`src/rtl/refclk_pkg.sv`:
```
package refclk_pkg;
   localparam int REG_W   = 32;
   localparam int ADDR_W  = 5;
   localparam int SEL_W   = 4;
   localparam int TRIM_FW = 9;

   // bit positions in the control and trim words
   localparam int POS_SEL  = 0;
   localparam int POS_BUSY = 8;
   localparam int POS_SW   = 9;
   localparam int POS_OE   = 12;
   localparam int POS_RUN  = 15;
   localparam int POS_DIV  = 16;
   localparam int POS_TRIM = 23;

   localparam logic [ADDR_W-1:0] A_CTL      = 5'h00;
   localparam logic [ADDR_W-1:0] A_CTL_CLR  = 5'h04;
   localparam logic [ADDR_W-1:0] A_CTL_SET  = 5'h08;
   localparam logic [ADDR_W-1:0] A_TRIM     = 5'h10;
   localparam logic [ADDR_W-1:0] A_TRIM_CLR = 5'h14;
   localparam logic [ADDR_W-1:0] A_TRIM_SET = 5'h18;

   localparam logic [SEL_W-1:0] SRC_SYS = 4'd0;
   localparam logic [SEL_W-1:0] SRC_PLL = 4'd7;
   localparam logic [SEL_W-1:0] SRC_EXT = 4'd8;

   typedef enum logic [1:0] {WK_PLAIN, WK_CLEAR, WK_SET, WK_NONE} wr_kind_e;

   function automatic logic [REG_W-1:0] merge_word(input logic [REG_W-1:0] old_w,
                                                   input logic [REG_W-1:0] data,
                                                   input wr_kind_e kind);
      case (kind)
         WK_PLAIN: merge_word = data;
         WK_CLEAR: merge_word = old_w & ~data;
         WK_SET:   merge_word = old_w | data;
         default:  merge_word = old_w;
      endcase
   endfunction
endpackage

```
`src/rtl/refclk_regs.sv`:
```
module refclk_regs
   import refclk_pkg::*;
#(
   parameter int DIV_W  = 15,
   parameter int TRIM_W = 9
) (
   input  logic              clk,
   input  logic              rst_n,
   input  logic              wr_en,
   input  logic [ADDR_W-1:0] wr_addr,
   input  logic [REG_W-1:0]  wr_data,
   input  logic [ADDR_W-1:0] rd_addr,
   output logic [REG_W-1:0]  rd_data,
   input  logic              busy,
   input  logic              sw_done,
   output logic [SEL_W-1:0]  stg_sel,
   output logic [DIV_W-1:0]  stg_div,
   output logic [TRIM_W-1:0] stg_trim,
   output logic              oe,
   output logic              run,
   output logic              sw_pend
);
   wr_kind_e ctl_kind, trim_kind;
   logic [REG_W-1:0] ctl_word, trim_word, ctl_next, trim_next;

   always_comb begin
      ctl_kind  = WK_NONE;
      trim_kind = WK_NONE;
      if (wr_en) begin
         case (wr_addr)
            A_CTL:      ctl_kind  = WK_PLAIN;
            A_CTL_CLR:  ctl_kind  = WK_CLEAR;
            A_CTL_SET:  ctl_kind  = WK_SET;
            A_TRIM:     trim_kind = WK_PLAIN;
            A_TRIM_CLR: trim_kind = WK_CLEAR;
            A_TRIM_SET: trim_kind = WK_SET;
            default: ;
         endcase
      end
   end

   always_comb begin
      ctl_word = '0;
      ctl_word[POS_SEL +: SEL_W] = stg_sel;
      ctl_word[POS_BUSY]         = busy;
      ctl_word[POS_SW]           = sw_pend;
      ctl_word[POS_OE]           = oe;
      ctl_word[POS_RUN]          = run;
      ctl_word[POS_DIV +: DIV_W] = stg_div;
      trim_word = '0;
      trim_word[POS_TRIM +: TRIM_W] = stg_trim;
   end

   assign ctl_next  = merge_word(ctl_word, wr_data, ctl_kind);
   assign trim_next = merge_word(trim_word, wr_data, trim_kind);

   always_ff @(posedge clk) begin
      if (!rst_n) begin
         stg_sel  <= '0;
         stg_div  <= '0;
         stg_trim <= '0;
         oe       <= 1'b0;
         run      <= 1'b0;
         sw_pend  <= 1'b0;
      end else begin
         if (sw_done) sw_pend <= 1'b0;
         if (ctl_kind != WK_NONE) begin
            stg_sel <= ctl_next[POS_SEL +: SEL_W];
            stg_div <= ctl_next[POS_DIV +: DIV_W];
            oe      <= ctl_next[POS_OE];
            run     <= ctl_next[POS_RUN];
            if (ctl_kind != WK_CLEAR && wr_data[POS_SW]) sw_pend <= 1'b1;
         end
         if (trim_kind != WK_NONE) stg_trim <= trim_next[POS_TRIM +: TRIM_W];
      end
   end

   always_comb begin
      case (rd_addr)
         A_CTL:   rd_data = ctl_word;
         A_TRIM:  rd_data = trim_word;
         default: rd_data = '0;
      endcase
   end


   sw_clear_chk: assert property (@(posedge clk) disable iff (!rst_n)
      $fell(sw_pend) |-> $past(sw_done))
      else $error("switch bit cleared without a transfer");
endmodule

```
`src/rtl/refclk_src_sel.sv`:
```
module refclk_src_sel
   import refclk_pkg::*;
#(
   parameter bit HAS_EXT = 1'b1
) (
   input  logic [SEL_W-1:0] sel,
   input  logic             tick_sys,
   input  logic             tick_pll,
   input  logic             tick_ext,
   output logic             tick
);
   generate
      if (HAS_EXT) begin : g_with_ext
         always_comb begin
            case (sel)
               SRC_SYS: tick = tick_sys;
               SRC_PLL: tick = tick_pll;
               SRC_EXT: tick = tick_ext;
               default: tick = 1'b0;
            endcase
         end
      end else begin : g_no_ext
         logic ext_unused;
         assign ext_unused = tick_ext;
         always_comb begin
            case (sel)
               SRC_SYS: tick = tick_sys;
               SRC_PLL: tick = tick_pll;
               default: tick = ext_unused & 1'b0;
            endcase
         end
      end
   endgenerate
endmodule

```
`src/rtl/refclk_core.sv`:
```
module refclk_core
   import refclk_pkg::*;
#(
   parameter int DIV_W  = 15,
   parameter int TRIM_W = 9
) (
   input  logic              clk,
   input  logic              rst_n,
   input  logic              run,
   input  logic              sw_pend,
   input  logic [SEL_W-1:0]  stg_sel,
   input  logic [DIV_W-1:0]  stg_div,
   input  logic [TRIM_W-1:0] stg_trim,
   input  logic              tick,
   output logic [SEL_W-1:0]  run_sel,
   output logic              busy,
   output logic              level,
   output logic              bypass,
   output logic              sw_done
);
   localparam int HL_W = DIV_W + 1;

   logic [DIV_W-1:0]  run_div;
   logic [TRIM_W-1:0] run_trim;
   logic [DIV_W-1:0]  cnt;
   logic [TRIM_W-1:0] acc;
   logic              ext;
   logic [HL_W-1:0]   half_len;
   logic [TRIM_W:0]   acc_sum;
   logic              half_end, rise_evt;

   assign bypass   = (run_div == '0);
   assign half_len = {1'b0, run_div} + HL_W'(ext);
   assign half_end = tick && ((HL_W'(cnt) + HL_W'(1)) == half_len);
   assign acc_sum  = {1'b0, acc} + {1'b0, run_trim};
   assign rise_evt = busy && (bypass ? tick : (half_end && !level));
   assign sw_done  = sw_pend && (!busy || (rise_evt && run));

   always_ff @(posedge clk) begin
      if (!rst_n) begin
         run_sel  <= '0;
         run_div  <= '0;
         run_trim <= '0;
         busy     <= 1'b0;
         level    <= 1'b0;
         cnt      <= '0;
         acc      <= '0;
         ext      <= 1'b0;
      end else begin
         if (sw_done) begin
            run_sel  <= stg_sel;
            run_div  <= stg_div;
            run_trim <= stg_trim;
         end
         if (!busy) begin
            if (run) begin
               busy  <= 1'b1;
               level <= 1'b1;
               cnt   <= '0;
               acc   <= '0;
               ext   <= 1'b0;
            end
         end else if (bypass) begin
            if (!run) begin
               busy  <= 1'b0;
               level <= 1'b0;
            end
         end else if (tick) begin
            if (half_end) begin
               cnt <= '0;
               acc <= acc_sum[TRIM_W-1:0];
               ext <= acc_sum[TRIM_W];
               if (level) begin
                  level <= 1'b0;
               end else if (!run) begin
                  busy <= 1'b0;
                  acc  <= '0;
                  ext  <= 1'b0;
               end else begin
                  level <= 1'b1;
               end
            end else begin
               cnt <= cnt + DIV_W'(1);
            end
         end
      end
   end


   busy_rise_chk: assert property (@(posedge clk) disable iff (!rst_n)
      $rose(busy) |-> $past(run))
      else $error("busy rose without run");


   busy_fall_chk: assert property (@(posedge clk) disable iff (!rst_n)
      $fell(busy) |-> $past(!run))
      else $error("busy fell while run was high");


   staged_hold_chk: assert property (@(posedge clk) disable iff (!rst_n)
      (!$stable(run_div) || !$stable(run_trim)) |-> $past(sw_done))
      else $error("running ratio changed without a switch");


   cnt_range_chk: assert property (@(posedge clk) disable iff (!rst_n)
      (busy && !bypass) |-> (HL_W'(cnt) < half_len))
      else $error("half-period counter past its limit");
endmodule

```
`src/rtl/refclk_frac_div.sv`:
```
module refclk_frac_div
   import refclk_pkg::*;
#(
   parameter int DIV_W   = 15,
   parameter int TRIM_W  = 9,
   parameter bit HAS_EXT = 1'b1
) (
   input  logic        clk,
   input  logic        rst_n,
   input  logic        wr_en,
   input  logic [4:0]  wr_addr,
   input  logic [31:0] wr_data,
   input  logic [4:0]  rd_addr,
   output logic [31:0] rd_data,
   input  logic        tick_sys,
   input  logic        tick_pll,
   input  logic        tick_ext,
   output logic        ref_out
);
   generate
      if (DIV_W < 1 || DIV_W > 15) begin : g_bad_div
         $error("DIV_W must be within 1..15");
      end
      if (TRIM_W < 1 || TRIM_W > TRIM_FW) begin : g_bad_trim
         $error("TRIM_W must be within 1..9");
      end
   endgenerate

   logic [SEL_W-1:0]  stg_sel, run_sel;
   logic [DIV_W-1:0]  stg_div;
   logic [TRIM_W-1:0] stg_trim;
   logic oe, run, sw_pend, sw_done, busy, level, bypass, tick;

   refclk_regs #(.DIV_W(DIV_W), .TRIM_W(TRIM_W)) u_regs (
      .clk(clk), .rst_n(rst_n), .wr_en(wr_en), .wr_addr(wr_addr),
      .wr_data(wr_data), .rd_addr(rd_addr), .rd_data(rd_data),
      .busy(busy), .sw_done(sw_done), .stg_sel(stg_sel), .stg_div(stg_div),
      .stg_trim(stg_trim), .oe(oe), .run(run), .sw_pend(sw_pend)
   );

   refclk_src_sel #(.HAS_EXT(HAS_EXT)) u_src (
      .sel(run_sel), .tick_sys(tick_sys), .tick_pll(tick_pll),
      .tick_ext(tick_ext), .tick(tick)
   );

   refclk_core #(.DIV_W(DIV_W), .TRIM_W(TRIM_W)) u_core (
      .clk(clk), .rst_n(rst_n), .run(run), .sw_pend(sw_pend),
      .stg_sel(stg_sel), .stg_div(stg_div), .stg_trim(stg_trim),
      .tick(tick), .run_sel(run_sel), .busy(busy), .level(level),
      .bypass(bypass), .sw_done(sw_done)
   );

   assign ref_out = oe && busy && (bypass ? tick : level);


   oe_gate_chk: assert property (@(posedge clk) disable iff (!rst_n)
      (!oe && $past(busy) && run) |-> busy)
      else $error("divider stopped while only output enable was low");
endmodule

```
`config.mk`:
```
export PLATFORM = sky130hd
export DESIGN_NAME = refclk_frac_div
export DESIGN_NICKNAME = d
export VERILOG_FILES = /design/src/rtl/refclk_pkg.sv /design/src/rtl/refclk_regs.sv /design/src/rtl/refclk_src_sel.sv /design/src/rtl/refclk_core.sv /design/src/rtl/refclk_frac_div.sv
export SDC_FILE = /design/constraint.sdc
export NUM_CORES = 1
export LEC_CHECK = 0
export BUFFER_PORTS_ARGS = -buffer_cell sky130_fd_sc_hd__buf_2
export CORE_MARGIN = 1.5
export CORE_UTILIZATION = 57
export DETAILED_ROUTE_END_ITERATION = 7
export GPL_TIMING_DRIVEN = 0
export PLACE_DENSITY = 0.84
export SYNTH_ARGS = -nofsm -noshare
export SYNTH_HDL_FRONTEND = slang
export SYNTH_SLANG_ARGS = --single-unit
```
`constraint.sdc`:
```
create_clock -name clk -period 4.3 [get_ports clk]
set_clock_uncertainty 0.05 [all_clocks]
set_input_delay 0.645 -clock clk [delete_from_list [all_inputs] [get_ports clk]]
set_output_delay 0.645 -clock clk [all_outputs]
set_load 0.03 [all_outputs]
```
==> flow_metrics.env <==
export IMPL_outcome="complete, no violations"
export IMPL_final_gp_congestion=0.947
export IMPL_post_synth_inst_count=608
export IMPL_drt_iter0_markers=331
export IMPL_worst_ir_drop_vdd_mv=0.175
export IMPL_holdCritStartpoint="u_core.acc[0]"
export IMPL_floorplan_die_height_um=97.4
export IMPL_n_diodes=0
export IMPL_ys_flop_type="sky130_fd_sc_hd__dfxtp_1"
export IMPL_post_cts_repair_setup_buffers=0
export IMPL_synth_top_cells_by_area="sky130_fd_sc_hd__dfxtp_1 (34%), sky130_fd_sc_hd__mux2i_1 (9.1%), sky130_fd_sc_hd__nand2_1 (7.2%)"
export IMPL_clk_latency_ns=0.37
export IMPL_fin_ws_ns=0.669
export IMPL_layout_cells_non_filler=802
export IMPL_clock_tree_root_cell="sky130_fd_sc_hd__clkbuf_8"
export IMPL_global_route_overflow_total=0
export IMPL_switchingPower_uw=377
export IMPL_post_synthesis_sequential_element_count=86
export IMPL_max_cap_violations=0
export IMPL_floorplan_die_area_um2=9490
export IMPL_post_drt_via_cell_ratio=5.86
export IMPL_cts_path_max_buffers=2
export IMPL_drc_errors_left=0
export IMPL_synth_largest_area_cell="sky130_fd_sc_hd__dfxtp_1"
export IMPL_wire_per_inst_um=16.4
export IMPL_yosysSeqAreaShare=0.339
export IMPL_slew_limit_headroom=0.265
export IMPL_internal_power_mw=1.17
export IMPL_whs_path_depth=2
export IMPL_synthMostInstantiatedCell="sky130_fd_sc_hd__nand2_1"
export IMPL_final_min_period_over_clock_period=0.845
export IMPL_synthDistinctLibCells=51
export IMPL_crit_required_ns=4.53
export IMPL_post_cts_hold_buffer_count=0
export IMPL_routed_wirelength_um=13100
export IMPL_crit_fanout=10
export IMPL_leakage_nw=2.26
export IMPL_timing_rr_start="u_core.cnt[0]"
export IMPL_pwr_share_clk=0.416
export IMPL_first_pass_iters=5
export IMPL_max_slew_worst_pin_slew_ns=1.10
export IMPL_routed_via_count=4698
export IMPL_dieWidth_um=97.4
export IMPL_dp_slack_ns=0.775
export IMPL_rows=34
export IMPL_holdCritPathClass="reg2reg"
export IMPL_clk_pin_slew_ns=0.09
export IMPL_io_buffers=63
export IMPL_max_clock_freq_ghz=0.275
export IMPL_io_pin_count=81
export IMPL_grt_setup_unrepaired="false"
export IMPL_dpl_cell_count=786
export IMPL_timing_final_max_slew_violations=0
export IMPL_timing_critical_path_arrival_ns=3.86
export IMPL_critPathLaunchType="register"
export IMPL_nets=751
export IMPL_cts_buffers=9
export IMPL_report_final_hold_viol_count=0
export IMPL_clock_sinks=86
export IMPL_setup_worst_path_class="reg2reg"
export IMPL_post_route_cells_drive_above_1_share=0.144
export IMPL_place_detailed_hpwl_um=9830
export IMPL_synth_top_area_share=0.339
export IMPL_yosys_warning_count=0
export IMPL_finalSetupTns_ns=0
export IMPL_regToRegEndpoint="u_core.run_div[9]"
export IMPL_post_cts_resized=0
export IMPL_power_per_cell_area_nw_per_um2=267
export IMPL_pwr_share_seq=0.520
export IMPL_vias_in_the_first_global_route=4421
export IMPL_floorplan_core_area_um2=8680
export IMPL_async_flop_share=0
export IMPL_ant_nets=0
export IMPL_mean_post_synth_cell_area_um2=8.36
export IMPL_worst_r2r_cell_count=11
export IMPL_netlist_area_um2=5080
export IMPL_comb_power_share=0.063
export IMPL_final_period_minus_worst_setup_slack_ns=3.63
export IMPL_p_sw_frac=0.244
export IMPL_grt_first_pass_wirelength_um=21500
export IMPL_htreeDepth=3
export IMPL_area_delta_synth_final_pct=13.7
export IMPL_grt_max_degree=16
export IMPL_post_route_util=0.666
export IMPL_crit_path_end_kind="register"
export IMPL_initial_cell_density_of_the_core=0.586
export IMPL_worst_r2r_setup_slack_ns=0.67
export IMPL_synthTopCellsByCount="sky130_fd_sc_hd__nand2_1 (97), sky130_fd_sc_hd__dfxtp_1 (86), sky130_fd_sc_hd__mux2i_1 (46), sky130_fd_sc_hd__o21ai_0 (36), sky130_fd_sc_hd__nor2b_1 (33)"
export IMPL_timing_hold_worst_endpoint="u_core.acc[0]"
export IMPL_tritoncts_clock_tree="done"
export IMPL_grt_antenna_before_repair=0
export IMPL_gr_usage_all_layers=0.278
export IMPL_number_of_synthesized_flops_with_an_enable_pin=0
export IMPL_final_setup_viol_count=0
[routing by layer]
layer	routed length, um	GRT usage	vias up	part of all wire
li1	-	-	2279	-
met1	5780	0.369	2194	0.44
met2	6200	0.462	197	0.47
met3	776	0.0281	28	0.059
met4	377	0.114	0	0.029
met5	0	0	-	0
[flip-flops by register name (all words and copies together), names as in the netlist, 4 cells and up]
| signal | flops |
|---|---|
| u_core.acc | 9 |
| u_core.run_div | 15 |
| u_regs.stg_sel | 4 |
| u_core.cnt | 15 |
| u_core.run_sel | 4 |
| u_regs.stg_div | 15 |
| u_core.run_trim | 9 |
| u_regs.stg_trim | 9 |
[critical path, cell delays in order (launching register included)]
cell and delay [ns]:
sky130_fd_sc_hd__dfxtp_1 0.52, sky130_fd_sc_hd__ha_1 0.33, sky130_fd_sc_hd__nand3_1 0.15, sky130_fd_sc_hd__nor4_1 0.47, sky130_fd_sc_hd__xnor2_1 0.16, sky130_fd_sc_hd__xnor2_1 0.22
sky130_fd_sc_hd__nor4_1 0.30, sky130_fd_sc_hd__nand4_1 0.22, sky130_fd_sc_hd__a31oi_1 0.21, sky130_fd_sc_hd__buf_2 0.30, sky130_fd_sc_hd__buf_2 0.36, sky130_fd_sc_hd__mux2i_1 0.25
[cell families (layout without fill, tap and decap cells)]
logic type	Yosys count	in the layout	synth area share
flops	86	86	0.339
xor+xnor	50	50	0.0970
simple gates	251	251	0.250
compound gates	107	107	0.136
buf+inv	52	131	0.0487
mux	47	47	0.0928
fa+ha+maj	14	14	0.0359
other cells	1	8	0.000738
[final cells by class]
class | count | area (um^2)
timing repair buffer | 63 | 315
buffer | 41 | 206
clock inverter | 6 | 93.8
inverter | 11 | 41.3
clock buffer | 10 | 128
multi-input combinational | 477 | 3140
tap | 108 | 135
sequential | 86 | 1720
fill | 726 | 2900
[power by group through the flow]
stage	registers [mW]	clock network (mW)	logic, mW
final	0.804	0.644	0.0979
after global routing	0.805	0.671	0.106
after CTS	0.804	0.637	0.0961
after detailed placement	0.822	0	0.0955
after global placement	0.822	0	0.0933
after floorplan	0.821	0	0.0573
[stage by stage]
step | area, um^2 | hold slack (ns) | total power, mW
4_1_cts | 5780 | 0.421 | 1.54
5_1_grt | 5780 | 0.436 | 1.58
3_3_place_gp | 5560 | 0.399 | 0.915
2_1_floorplan | 5110 | 0.388 | 0.878
6_report | 5780 | 0.422 | 1.55
3_5_place_dp | 5560 | 0.406 | 0.918
[cells in the final DEF (no fill, tap or decap), types with 3 or more instances in the layout]
cell type,instances
sky130_fd_sc_hd__xnor3_1,4
sky130_fd_sc_hd__nand2_1,97
sky130_fd_sc_hd__a21o_1,4
sky130_fd_sc_hd__ha_1,13
sky130_fd_sc_hd__nor2b_1,33
sky130_fd_sc_hd__and3_1,8
sky130_fd_sc_hd__nand4_1,9
sky130_fd_sc_hd__inv_1,11
sky130_fd_sc_hd__conb_1,8
sky130_fd_sc_hd__nand2b_1,4
sky130_fd_sc_hd__clkbuf_8,9
sky130_fd_sc_hd__nand3_1,17
sky130_fd_sc_hd__nor4_1,10
sky130_fd_sc_hd__a22oi_1,31
sky130_fd_sc_hd__xnor2_1,31
sky130_fd_sc_hd__xor2_1,15
sky130_fd_sc_hd__a31oi_1,13
sky130_fd_sc_hd__o21ai_0,36
sky130_fd_sc_hd__nor3_1,12
sky130_fd_sc_hd__and2_1,16
sky130_fd_sc_hd__a21oi_1,9
sky130_fd_sc_hd__buf_2,66
sky130_fd_sc_hd__buf_4,9
sky130_fd_sc_hd__mux2i_1,46
sky130_fd_sc_hd__nor2_1,26
sky130_fd_sc_hd__clkbuf_1,27
sky130_fd_sc_hd__nand3b_1,5
sky130_fd_sc_hd__dfxtp_1,86
sky130_fd_sc_hd__nor3b_1,3
[worst max-delay path by stage]
| stage | start | end |
|---|---|---|
| after floorplan | u_core.cnt[0] | u_core.cnt[10] |
| after global placement | u_core.cnt[0] | u_core.run_div[4] |
| after CTS | u_core.cnt[0] | u_core.run_div[9] |
| after detailed placement | u_core.cnt[0] | u_core.run_div[4] |
| after global routing | u_core.cnt[0] | u_core.run_div[9] |
| final | u_core.cnt[0] | u_core.run_div[9] |
No activity file was read; power rests on OpenSTA's default activity.
